===== config.mk =====
export PLATFORM = sky130hd
export DESIGN_NAME = msgbus_bridge
export DESIGN_NICKNAME = d
export VERILOG_FILES = /design/src/rtl/msgbus_bridge_pkg.sv /design/src/rtl/msgbus_cfg_decode.sv /design/src/rtl/msgbus_regs.sv /design/src/rtl/msgbus_seq.sv /design/src/rtl/msgbus_bridge.sv
export SDC_FILE = /design/constraint.sdc
export NUM_CORES = 1
export LEC_CHECK = 0
export ABC_AREA = 1
export BUFFER_PORTS_ARGS = -buffer_cell sky130_fd_sc_hd__buf_4
export CORE_MARGIN = 2
export CORE_UTILIZATION = 54
export CTS_BUF_LIST = sky130_fd_sc_hd__clkbuf_4 sky130_fd_sc_hd__clkbuf_8
export DETAILED_ROUTE_END_ITERATION = 8
export PLACE_DENSITY = 0.93
export SLEW_MARGIN = 20
export SYNTH_ARGS = -nofsm -noshare
export SYNTH_HDL_FRONTEND = slang
export SYNTH_SLANG_ARGS = --single-unit

===== constraint.sdc =====
create_clock -name clk -period 2.33 [get_ports clk]
set_clock_uncertainty 0.1 [all_clocks]
set_input_delay 0.3495 -clock clk [delete_from_list [all_inputs] [get_ports clk]]
set_output_delay 0.3495 -clock clk [all_outputs]
set_load 0.02 [all_outputs]

===== src/rtl/msgbus_bridge_pkg.sv =====
package msgbus_bridge_pkg;
  localparam int REG_W = 32;
  localparam logic [7:0] OP_READ  = 8'h10;
  localparam logic [7:0] OP_WRITE = 8'h11;

  typedef enum logic [1:0] {ST_IDLE, ST_BUSY, ST_DONE} seq_st_e;

  typedef struct packed {
    logic [7:0]       opcode;
    logic [7:0]       port;
    logic [REG_W-1:0] offset;
    logic [3:0]       be;
  } mb_cmd_t;

  // Target assembly: upper offset bits come from the extension word.
  function automatic mb_cmd_t build_cmd(logic [REG_W-1:0] ctrl, logic [REG_W-1:0] ext);
    mb_cmd_t c;
    c.opcode = ctrl[31:24];
    c.port   = ctrl[23:16];
    c.offset = {ext[31:8], ctrl[15:8]};
    c.be     = ctrl[7:4];
    return c;
  endfunction

  function automatic logic is_read_op(logic [7:0] op);
    return op == OP_READ;
  endfunction
endpackage


===== src/rtl/msgbus_cfg_decode.sv =====
module msgbus_cfg_decode #(
  parameter int BDF_W   = 16,
  parameter int DWA_W   = 10,
  parameter int NREG    = 3,
  parameter logic [DWA_W-1:0] BASE_DW = 10'h34
) (
  input  logic             cfg_req,
  input  logic [BDF_W-1:0] cfg_bdf,
  input  logic [DWA_W-1:0] cfg_dw,
  output logic [NREG-1:0]  sel
);
  logic fn_hit;
  assign fn_hit = cfg_req && (cfg_bdf == '0);

  for (genvar i = 0; i < NREG; i++) begin : g_sel
    localparam logic [DWA_W-1:0] IDX = BASE_DW + DWA_W'(i);
    assign sel[i] = fn_hit && (cfg_dw == IDX);
  end
endmodule


===== src/rtl/msgbus_regs.sv =====
module msgbus_regs #(
  parameter int W = 32
) (
  input  logic         clk,
  input  logic         rst_n,
  input  logic         wr_ctrl,
  input  logic         wr_data,
  input  logic         wr_ext,
  input  logic [W-1:0] wval,
  input  logic         rb_load,
  input  logic [W-1:0] rb_val,
  output logic [W-1:0] ctrl_q,
  output logic [W-1:0] data_q,
  output logic [W-1:0] ext_q
);
  always_ff @(posedge clk or negedge rst_n) begin
    if (!rst_n) begin
      ctrl_q <= '0;
      data_q <= '0;
      ext_q  <= '0;
    end else begin
      if (wr_ctrl) ctrl_q <= wval;
      if (wr_ext)  ext_q  <= wval;
      if (rb_load)      data_q <= rb_val;
      else if (wr_data) data_q <= wval;
    end
  end
endmodule


===== src/rtl/msgbus_seq.sv =====
module msgbus_seq
  import msgbus_bridge_pkg::*;
#(
  parameter int W = 32
) (
  input  logic         clk,
  input  logic         rst_n,
  input  logic         ctrl_wr_hit,
  input  logic [W-1:0] ctrl_val,
  input  logic [W-1:0] ext_q,
  input  logic [W-1:0] data_q,
  input  logic         mb_ack,
  input  logic [W-1:0] mb_rdata,
  output logic         launch,
  output logic         hold,
  output logic         rb_load,
  output logic [W-1:0] rb_val,
  output logic         mb_req,
  output logic         mb_read,
  output mb_cmd_t      mb_cmd,
  output logic [W-1:0] mb_wdata
);
  seq_st_e st_q;
  logic    ack_hit;

  assign launch  = ctrl_wr_hit && (st_q == ST_IDLE);
  assign hold    = launch || (st_q == ST_BUSY);
  assign ack_hit = mb_req && mb_ack;
  assign rb_load = ack_hit && mb_read;
  assign rb_val  = mb_rdata;

  always_ff @(posedge clk or negedge rst_n) begin
    if (!rst_n) begin
      st_q     <= ST_IDLE;
      mb_req   <= 1'b0;
      mb_read  <= 1'b0;
      mb_cmd   <= '0;
      mb_wdata <= '0;
    end else begin
      unique case (st_q)
        ST_IDLE: if (launch) begin
          st_q     <= ST_BUSY;
          mb_req   <= 1'b1;
          mb_cmd   <= build_cmd(ctrl_val, ext_q);
          mb_read  <= is_read_op(ctrl_val[31:24]);
          mb_wdata <= data_q;
        end
        ST_BUSY: if (ack_hit) begin
          st_q   <= ST_DONE;
          mb_req <= 1'b0;
        end
        ST_DONE: st_q <= ST_IDLE;
        default: st_q <= ST_IDLE;
      endcase
    end
  end
endmodule


===== src/rtl/msgbus_bridge.sv =====
module msgbus_bridge
  import msgbus_bridge_pkg::*;
#(
  parameter int BDF_W = 16,
  parameter int DWA_W = 10,
  parameter logic [DWA_W-1:0] BASE_DW = 10'h34
) (
  input  logic             clk,
  input  logic             rst_n,
  input  logic             cfg_req,
  input  logic             cfg_we,
  input  logic [BDF_W-1:0] cfg_bdf,
  input  logic [DWA_W-1:0] cfg_dw,
  input  logic [31:0]      cfg_wdata,
  output logic [31:0]      cfg_rdata,
  output logic             cfg_wait,
  output logic             mb_req,
  output logic             mb_read,
  output logic [7:0]       mb_opcode,
  output logic [7:0]       mb_port,
  output logic [31:0]      mb_offset,
  output logic [3:0]       mb_be,
  output logic [31:0]      mb_wdata,
  input  logic             mb_ack,
  input  logic [31:0]      mb_rdata
);
  localparam int NREG = 3;
  localparam int I_CTRL = 0;
  localparam int I_DATA = 1;
  localparam int I_EXT  = 2;

  logic [NREG-1:0] sel;
  logic [31:0]     ctrl_q, data_q, ext_q, rb_val;
  logic            accept, ev_launch, ev_store, rb_load;
  mb_cmd_t         cmd;

  msgbus_cfg_decode #(.BDF_W(BDF_W), .DWA_W(DWA_W), .NREG(NREG), .BASE_DW(BASE_DW)) u_dec (
    .cfg_req(cfg_req), .cfg_bdf(cfg_bdf), .cfg_dw(cfg_dw), .sel(sel)
  );

  assign accept   = cfg_req && !cfg_wait;
  assign ev_store = accept && cfg_we && (sel[I_DATA] || sel[I_EXT]);

  msgbus_regs #(.W(REG_W)) u_regs (
    .clk(clk), .rst_n(rst_n),
    .wr_ctrl(ev_launch),
    .wr_data(accept && cfg_we && sel[I_DATA]),
    .wr_ext(accept && cfg_we && sel[I_EXT]),
    .wval(cfg_wdata), .rb_load(rb_load), .rb_val(rb_val),
    .ctrl_q(ctrl_q), .data_q(data_q), .ext_q(ext_q)
  );

  msgbus_seq #(.W(REG_W)) u_seq (
    .clk(clk), .rst_n(rst_n),
    .ctrl_wr_hit(cfg_we && sel[I_CTRL]), .ctrl_val(cfg_wdata),
    .ext_q(ext_q), .data_q(data_q),
    .mb_ack(mb_ack), .mb_rdata(mb_rdata),
    .launch(ev_launch), .hold(cfg_wait), .rb_load(rb_load), .rb_val(rb_val),
    .mb_req(mb_req), .mb_read(mb_read), .mb_cmd(cmd), .mb_wdata(mb_wdata)
  );

  assign mb_opcode = cmd.opcode;
  assign mb_port   = cmd.port;
  assign mb_offset = cmd.offset;
  assign mb_be     = cmd.be;

  always_comb begin
    cfg_rdata = '0;
    if (sel[I_CTRL])     cfg_rdata = ctrl_q;
    else if (sel[I_DATA]) cfg_rdata = data_q;
    else if (sel[I_EXT])  cfg_rdata = ext_q;
  end
endmodule


==> results_dict.tcl, run 1 <==
set metrics [dict create \
    status "completed" \
    syn_to_final_growth_pct 29.1 \
    viasPerCell 5.38 \
    initial_core_util 0.549 \
    cts-buffers-inserted 17 \
    io_pins 214 \
    drc_errors 0 \
    rr_startpoint "u_seq.st_q[0]$_DFFE_PN0P_" \
    cts_tree "built" \
    startpoint_type "primary input" \
    reg2reg_to "u_regs.ext_q[15]$_DFFE_PN0P_" \
    peakVddDrop_mv 0.367 \
    p_int_mw 4.20 \
    hold_violations 0 \
    ys_seq_elements 156 \
    grt_pass1_wl_um 31300 \
    critPathKind "in2out" \
    overflow 0 \
    clock_path_buffers 2 \
    synthCells 889 \
    wl_per_cell_um 15.8 \
    clk_latency_ns 0.43 \
    synth_area_leader_cell "dfrtp_1" \
    leakage_nw 5.14 \
    fin_nets 1165 \
    syn_area_um2 7590 \
    synth.area.top_cells "dfrtp_1 51%, nand2_1 10%, o21ai_1 6.7%, inv_1 6.7%, mux2_2 4.7%" \
    hpwl_um 13900 \
    final-max-slew-violation-count 0 \
    p_comb_frac 0.050 \
    pwr-share-seq 0.510 \
    cp.required_ns 1.88 \
    p_per_area_nw_per_um2 541 \
    h-tree-depth 4 \
    crit_path_end_kind "output pin" \
    die-height_um 123 \
    drive_gt1_frac 0.312 \
    syn-num-nets 984 \
    r2r_slack_ns 0.44 \
    core_um2 13800 \
    clkSinkCount 156 \
    hold_class "in2reg" \
    port-buffer-count 213 \
    grt_pass1_vias 6619 \
    path_clk_slew_ns 0.09 \
    nFillCells 992 \
    multi_input_area_um2 2740 \
    grt_max_degree 95 \
    cp_max_fo 16 \
    gp_congestion 0.813 \
    min_period_ns 2.29 \
    dieWidth_um 123 \
    clkPwrFrac 0.439 \
    rows 43 \
    holdWs_ns 0.0848 \
    period_share 0.984 \
    crit_arrival_ns 1.84 \
    diodes 0 \
    setup_violations 0 \
    min_to "u_regs.ext_q[9]$_DFFE_PN0P_" \
    max_slew.worst_pin.slew_ns 0.598 \
    switchingPower_mw 1.10 \
    via_count 6800 \
    seqCellArea_um2 3900 \
    relSlewSlack 0.601 \
    routed_wl_um 20000 \
    avgSynthCellArea_um2 8.54 \
    synth_top_cell_area_share 0.514 \
    ys_types 28 \
    drt_iter0_drc 627 \
    die-area_um2 15000 \
    postRouteAntennaNets 0 \
    ys_seq_area_frac 0.514 \
    antenna_found_initial 0 \
    hold_path_depth 3 \
    p_total_mw 5.30 \
    cts_root_buf "clkbuf_8" \
    fmaxAchievable_mhz 436 \
    switching_share 0.208 \
    startpoint "cfg_bdf[5]" \
    grtUsageTotal 0.265 \
    firstDrtPassIters 5 \
    r2r_cells 7 \
    drv_cap 0 \
    worstHoldStart "cfg_wdata[9]" \
    ys.warnings.count 0 \
]
==> layout by cell type (no fill, tap or decap), drive strengths merged <==
master       count
buf            239
nand2          210
dfrtp          156
o21ai          154
inv            136
nand3           37
mux2            32
nor3            25
o22ai           24
clkbuf          21
nor2            21
o211ai           8
clkinv           6
bufinv           5
nand4            3
or2              1
nor3b            1
nor4             1
a22o             1
clkinvlp         1
dlygate4sd3      1
==> critical path, cell delays in order <==
cell	delay, ns
buf_4	0.10
or2_1	0.25
nor2_4	0.15
inv_2	0.06
nor2_4	0.14
nand2_4	0.10
buf_12	0.17
o211ai_1	0.17
o21ai_0	0.12
inv_1	0.08
buf_4	0.14
==> state kept, by name, summed over array words and instances, names as in the netlist <==
register / count
u_regs.ctrl_q: 32
u_regs.data_q: 32
u_regs.ext_q: 32
u_seq.mb_wdata: 32
u_seq.mb_cmd: 24
u_seq.st_q: 2
u_seq.mb_read: 1
u_seq.mb_req: 1
==> stage by stage <==
step	setup WS [ns]	cell area [um2]	instances	TNS [ns]	util
after global routing	-0.0319	9800	1263	-0.434	0.709
after detailed placement	-0.00457	9210	1226	-0.00457	0.666
final	0.0370	9800	1263	0	0.709
after floorplan	0.265	7590	889	0	-
after global placement	0.0637	9210	1226	0	0.666
after CTS	0.0141	9690	1259	0	0.701
==> logic make-up (layout without fill, tap and decap cells) <==
logic type | after synthesis | count (layout) | share of synthesized area
and+or+nand+nor | 298 | 299 | 0.168
buffers and inverters | 216 | 409 | 0.135
AOI/OAI and AO/OA | 187 | 187 | 0.135
DFF | 156 | 156 | 0.514
muxes | 32 | 32 | 0.0475
==> layer usage <==
layer,wire length (um),vias up,part of all wire,GRT usage
li1,-,3195,-,-
met1,8080,3230,0.40,0.334
met2,9900,336,0.50,0.449
met3,1480,39,0.074,0.0558
met4,517,0,0.026,0.103
met5,0,-,0,0
==> final cells by class <==
class | count | area share
flip-flops and latches | 156 | 0.398
multi-input cells | 518 | 0.279
repair buffers | 241 | 0.200
inverters | 136 | 0.0521
clock buffers | 20 | 0.0281
well taps | 180 | 0.0230
clock inverters | 12 | 0.0195
==> repair_timing <==
item	CTS	global route
cloned	0	2
setup endpoints to repair	2	32
hold buffers	1	0
gates resized for setup	2	26
endpoints found under the hold margin	55	0
setup buffers	0	2
pin swaps	0	5
==> how the worst max path moves through the flow <==
stage	to	slack, ns	cells past startpoint
after global placement	cfg_rdata[20]	0.06	10
after detailed placement	cfg_rdata[6]	-0.005	11
after global routing	cfg_rdata[31]	-0.03	12
after CTS	cfg_rdata[7]	0.01	11
after floorplan	cfg_rdata[4]	0.27	9
final	cfg_rdata[3]	0.04	11
==> power groups by stage <==
stage / logic (mW) / registers [mW] / clock network, mW
6_report: 0.268 / 2.70 / 2.33
5_1_grt: 0.296 / 2.70 / 2.47
4_1_cts: 0.267 / 2.70 / 2.36
3_5_place_dp: 0.264 / 2.76 / 0
3_3_place_gp: 0.258 / 2.76 / 0
2_1_floorplan: 0.0584 / 2.76 / 0
==> synthesized netlist by cell type <==
master	n
o21ai_0	42
o21ai_2	10
inv_1	135
nand2_2	1
inv_2	1
nand4_2	1
nor2_1	17
nor3_1	25
buf_2	11
nand3_2	1
nor2_4	3
nor4_1	1
nand3_1	35
nand4_1	1
or2_1	1
buf_6	11
o21ai_1	102
nand2_1	209
nand4_4	1
dfrtp_1	156
a22o_1	1
mux2_2	32
o211ai_1	8
nand3_4	1
nor3b_1	1
clkbuf_1	27
buf_4	31
o22ai_1	24
No activity file was read; power rests on OpenSTA's default activity.
==> run 2, diff against run 1 <==
- ABC_AREA: 1 -> default
- PLACE_DENSITY: 0.93 -> 0.94
==> run 2 against run 1 <==
  * Critical path depth is 5 lower
  * Design area is 0.66% lower
  * Via count is 19% lower
  * The run now ends with negative setup slack left
  * Non-clock buffer count is 3 higher
  * Die area is 1.4% lower
  * Wire length hardly changed
  * First-iteration DRC count is 57% lower
  * Critical endpoint is now cfg_wait
==> results_dict.tcl, run 2 <==
set metrics [dict create \
    status "complete, but fails checks" \
    violations "negative setup slack" \
    use_met3 0.0665 \
    viasPerCell 5.71 \
    ys.warnings.count 0 \
    firstDrtPassIters 5 \
    cts_tree "built" \
    cp_max_fo 2 \
    avgSynthCellArea_um2 13.0 \
    p_comb_frac 0.059 \
    period_share 1.03 \
    grt_pass1_vias 5876 \
    fmaxAchievable_mhz 418 \
    die-area_um2 14800 \
    grt_max_degree 67 \
    hold_violations 0 \
    clock_path_buffers 2 \
    switchingPower_mw 1.10 \
    min_period_ns 2.39 \
    startpoint "cfg_dw[8]" \
    syn_to_final_growth_pct 30.2 \
    reg2reg_to "u_regs.ctrl_q[16]$_DFFE_PN0P_" \
    pre_cts_ws_ns -0.321 \
    core_um2 13700 \
    r2r_cells 6 \
    crit_path_end_kind "output pin" \
    synth_edf_count 0 \
    synth.area.top_cells "dfrtp_1 52%, mux2_4 15%, mux2_2 6.3%, a221o_1 4.3%, mux2i_1 4.3%" \
    clk_latency_ns 0.44 \
    hpwl_um 13300 \
    wl_per_cell_um 20.8 \
    drive_gt1_frac 0.517 \
    ys_types 33 \
    crit_arrival_ns 1.94 \
    r2r_slack_ns 0 \
    synthTopCellsByCount "156 x dfrtp_1, 77 x mux2_4, 67 x nor2_1" \
    syn-num-nets 670 \
    postRouteAntennaNets 0 \
    routed_wl_um 20000 \
    final_common_cell "buf_4" \
    startpoint_type "primary input" \
    ys_seq_elements 156 \
    synth.most_common_cell "dfrtp_1" \
    grtUsageTotal 0.271 \
    ys_seq_area_frac 0.522 \
    fin_ws_ns -0.0626 \
    h-tree-depth 4 \
    cts-buffers-inserted 17 \
    nFillCells 930 \
    async_reset_ff_frac 1.00 \
    overflow 0 \
    initial_core_util 0.545 \
    drc_errors 0 \
    leakage_nw 5.25 \
    grtUsageMet1 0.341 \
    grt_pass1_wl_um 30500 \
    rsz0062_at_grt "yes" \
    layout_common_cells "227 x buf_4, 156 x dfrtp_1, 77 x mux2_4" \
    fin_nets 867 \
    via_count 5489 \
    p_int_mw 3.92 \
    syn_area_um2 7480 \
    clkPwrFrac 0.402 \
    final-max-slew-violation-count 0 \
    clkSinkCount 156 \
    port-buffer-count 213 \
    drv_cap 0 \
    io_pins 214 \
    synth_top_cell_area_share 0.522 \
    busiest_layer "met2" \
    pwr-share-seq 0.538 \
    max_slew.worst_pin.slew_ns 0.665 \
    rows 43 \
    grt_util_met2 0.456 \
    peakVddDrop_mv 0.333 \
    relSlewSlack 0.557 \
    p_per_area_nw_per_um2 516 \
    cts_root_buf "clkbuf_8" \
    synthFlopType "dfrtp_1" \
    hold_class "in2reg" \
    critPathKind "in2out" \
    diodes 0 \
    cp.required_ns 1.88 \
    rr_startpoint "u_seq.st_q[0]$_DFFE_PN0P_" \
    die-height_um 122 \
    setup_violations 39 \
    holdWs_ns 0.0457 \
    gp_congestion 0.818 \
    synthCells 575 \
    drt_iter0_drc 272 \
    path_clk_slew_ns 0.08 \
    synth_area_leader_cell "dfrtp_1" \
    antenna_found_initial 0 \
    crit_path_end "cfg_wait" \
    switching_share 0.220 \
    dieWidth_um 122 \
]
run 2: cell count changes after synthesis, moves of 33 or more:
cell,change
inv_1,-134
mux2_4,+77
nand2_1,-206
nor2_1,+50
o21ai_1,-102
o21ai_0,-40
nand3_1,-33
run 2: kinds of logic (layout without fill, tap and decap cells):
kind of cell / after synthesis / in the layout / synth area share
mux: 153 / 153 / 0.264
simple gates: 132 / 132 / 0.0903
buf+inv: 67 / 274 / 0.0574
flops: 156 / 156 / 0.522
compound gates: 67 / 67 / 0.0667
run 2: power groups by stage:
| stage | registers (mW) | logic [mW] | clock network, mW |
|---|---|---|---|
| floorplan | 2.76 | 0.0499 | 0 |
| detailed placement | 2.76 | 0.291 | 0 |
| finish | 2.70 | 0.298 | 2.02 |
| global route | 2.70 | 0.320 | 2.18 |
| global placement | 2.76 | 0.285 | 0 |
| CTS | 2.70 | 0.294 | 2.05 |
run 2: repair_timing:
| item | in CTS | in global routing |
|---|---|---|
| hold endpoints to repair | 61 | 0 |
| resized for setup | 3 | 9 |
| gates cloned | 0 | 3 |
| setup buffers | 1 | 2 |
| pin swaps | 1 | 2 |
| setup endpoints to repair | 1 | 21 |
| hold buffers | 1 | 0 |
run 2: per-stage QoR:
| stage | utilization | cell area [um2] | power, mW | instances | TNS (ns) |
|---|---|---|---|---|---|
| floorplan | - | 7500 | 2.81 | 575 | -8.07 |
| global placement | 0.671 | 9200 | 3.04 | 926 | -29.05 |
| CTS | 0.701 | 9620 | 5.05 | 957 | -0.126 |
| finish | 0.710 | 9740 | 5.02 | 962 | -0.564 |
| global route | 0.710 | 9740 | 5.20 | 962 | -1.62 |
| detailed placement | 0.671 | 9200 | 3.05 | 926 | -32.39 |
run 2: how the worst min path moves through the flow:
stage,start,to,slack (ns),cells after the start
after floorplan,rst_n,u_regs.ctrl_q[0]$_DFFE_PN0P_,-0.05,0
after global placement,rst_n,u_regs.ext_q[29]$_DFFE_PN0P_,0.28,1
after detailed placement,rst_n,u_regs.ext_q[29]$_DFFE_PN0P_,0.28,1
after CTS,cfg_wdata[4],u_regs.ext_q[4]$_DFFE_PN0P_,0.02,2
after global routing,cfg_wdata[17],u_regs.ctrl_q[17]$_DFFE_PN0P_,0.02,2
final,cfg_wdata[4],u_regs.ext_q[4]$_DFFE_PN0P_,0.05,2
run 2: layout make-up:
class / instances / area, um2 / area share
Sequential cell: 156 / 3900 / 0.401
Multi-Input combinational cell: 352 / 3200 / 0.329
Timing Repair Buffer: 244 / 2010 / 0.206
Clock buffer: 23 / 304 / 0.0312
Tap cell: 180 / 225 / 0.0231
Clock inverter: 6 / 86.3 / 0.00887
Inverter: 1 / 3.75 / 0.000386
run 2: per-layer routing:
metal	share of wire	wire [um]
met5	0	0
met4	0.020	390
met3	0.067	1330
met2	0.50	10000
met1	0.41	8220
run 2: worst max-delay path, stage by stage:
cell     delay (ns)
buf_6          0.09
or4b_1         0.50
or4_4          0.43
or3_4          0.36
nand2_4        0.08
buf_6          0.12
==> run 3, diff against run 2 <==
- ABC_AREA: default -> 1
- CORE_UTILIZATION: 54 -> 53
- CTS_BUF_LIST: sky130_fd_sc_hd__clkbuf_4 sky130_fd_sc_hd__clkbuf_8 -> default
- PLACE_DENSITY: 0.94 -> 0.92
==> run 3 against run 2 <==
  * The flow now finishes without violations
  * Clock power is 34% higher
  * Count of clock-buffer cells in the layout is 2 higher
  * Maximum frequency is 5.7% higher
  * Largest cell class unchanged
==> results_dict.tcl, run 3 (synthesized netlist as in run 1, its figures left out) <==
set metrics [dict create \
    status "completed" \
    cp_max_fo 11 \
    p_per_area_nw_per_um2 575 \
    path_clk_slew_ns 0.06 \
    max_slew.worst_pin.slew_ns 0.678 \
    fin_nets 1164 \
    dieWidth_um 124 \
    die-height_um 124 \
    postRouteAntennaNets 0 \
    via_count 6709 \
    clk_latency_ns 0.41 \
    rows 43 \
    drv_cap 0 \
    min_to "u_regs.ctrl_q[24]$_DFFE_PN0P_" \
    drt_iter0_drc 519 \
    r2r_slack_ns 0.49 \
    gp_congestion 0.840 \
    die-area_um2 15300 \
    worstHoldStart "cfg_wdata[24]" \
    grt_pass1_vias 6435 \
    antenna_found_initial 0 \
    crit_arrival_ns 1.81 \
    cts_root_buf "clkbuf_16" \
    port-buffer-count 213 \
    firstDrtPassIters 5 \
    h-tree-depth 4 \
    grtUsageTotal 0.260 \
    cts_tree "built" \
    clkSinkCount 156 \
    crit_path_end_kind "output pin" \
    rsz0062_at_grt "yes" \
    use_met3 0.0426 \
    hold_path_depth 3 \
    hpwl_um 13900 \
    r2r_cells 7 \
    final-max-slew-violation-count 0 \
    wl_per_cell_um 15.8 \
    grt_max_degree 72 \
    critPathKind "in2out" \
    grt_pass1_wl_um 30800 \
    viasPerCell 5.32 \
    hold_violations 0 \
    period_share 0.972 \
    relSlewSlack 0.548 \
    routed_wl_um 19900 \
    diodes 0 \
    post-route-util 0.710 \
    reg2reg_to "u_regs.data_q[29]$_DFFE_PN0P_" \
    hold_class "in2reg" \
    peakVddDrop_mv 0.427 \
    grtUsageMet1 0.325 \
    min_period_ns 2.26 \
    core_um2 13900 \
    leakage_nw 5.18 \
    rr_startpoint "u_seq.mb_req$_DFFE_PN0P_" \
    setup_violations 0 \
    cp.required_ns 1.88 \
    holdWs_ns 0.108 \
    overflow 0 \
    drc_errors 0 \
    syn_to_final_growth_pct 30.4 \
    initial_core_util 0.545 \
    startpoint_type "primary input" \
    clock_path_buffers 2 \
    busiest_layer "met2" \
    final_common_cell "buf_4" \
    layout_common_cells "229 x buf_4, 206 x nand2_1, 156 x dfrtp_1" \
    grt_util_met2 0.437 \
    cts-buffers-inserted 17 \
    io_pins 214 \
    drive_gt1_frac 0.307 \
    fmaxAchievable_mhz 442 \
]
[run 3: changes by cell type in the layout (fill, tap and decap cells not counted), sizes merged, moves of 35 or more]
cell   change
inv      +134
nor2      -47
nand3     +35
nand2    +207
mux2      -89
o21ai    +152
[run 3: stage by stage]
stage	std cells	setup slack, ns	instance area [um2]	TNS (ns)	total power [mW]
2_1_floorplan	889	0.265	7590	0	2.82
3_3_place_gp	1226	0.0458	9200	0	3.02
3_5_place_dp	1226	-0.0898	9200	-0.200	3.02
4_1_cts	1258	0.0111	9800	0	5.73
5_1_grt	1261	-0.0573	9900	-0.0927	5.87
6_report	1261	0.0663	9900	0	5.69
[run 3: worst max-delay path by stage]
stage / start / end / slack [ns] / cells after the start
final: cfg_dw[7] / cfg_rdata[9] / 0.07 / 10
after global routing: cfg_dw[2] / cfg_rdata[9] / -0.06 / 11
after CTS: cfg_bdf[5] / cfg_rdata[7] / 0.01 / 11
after detailed placement: cfg_bdf[5] / cfg_rdata[19] / -0.09 / 11
after global placement: cfg_bdf[5] / cfg_rdata[0] / 0.05 / 11
after floorplan: cfg_bdf[5] / cfg_rdata[4] / 0.27 / 9
[run 3: what timing repair did]
item,in CTS,in global routing
endpoints found under the hold margin,46,0
hold buffers,1,0
gates cloned,0,1
gates resized for setup,4,32
pin swaps,1,3
setup buffers,0,2
setup endpoints to repair,18,31
[run 3: per-layer routing]
layer  wire length (um)  vias up
li1                   -     3187
met1               7790     3163
met2              10200      302
met3               1300       57
met4                577        0
met5                  0        -
[run 3: area by class of cell]
class	instances	area (um2)
clock inverters	6	85.1
inverters	136	510
clock buffers	25	495
well taps	180	225
repair buffers	241	1940
flip-flops and latches	156	3900
multi-input cells	517	2740
fillers	1004	4040
[run 3: critical path, cell delays in order]
cell and delay [ns]:
buf_4 0.11, nor2_1 0.09, nand3_1 0.14, nor2_1 0.12, nand2_1 0.16, buf_4 0.24
nor3_1 0.26, o22ai_2 0.13, inv_1 0.07, buf_4 0.13
[run 3: report_power, final]
part | internal (mW) | switching (mW)
registers | 2.71 | 0.0000000148
logic | 0.140 | 0.127
clock network | 1.68 | 1.03
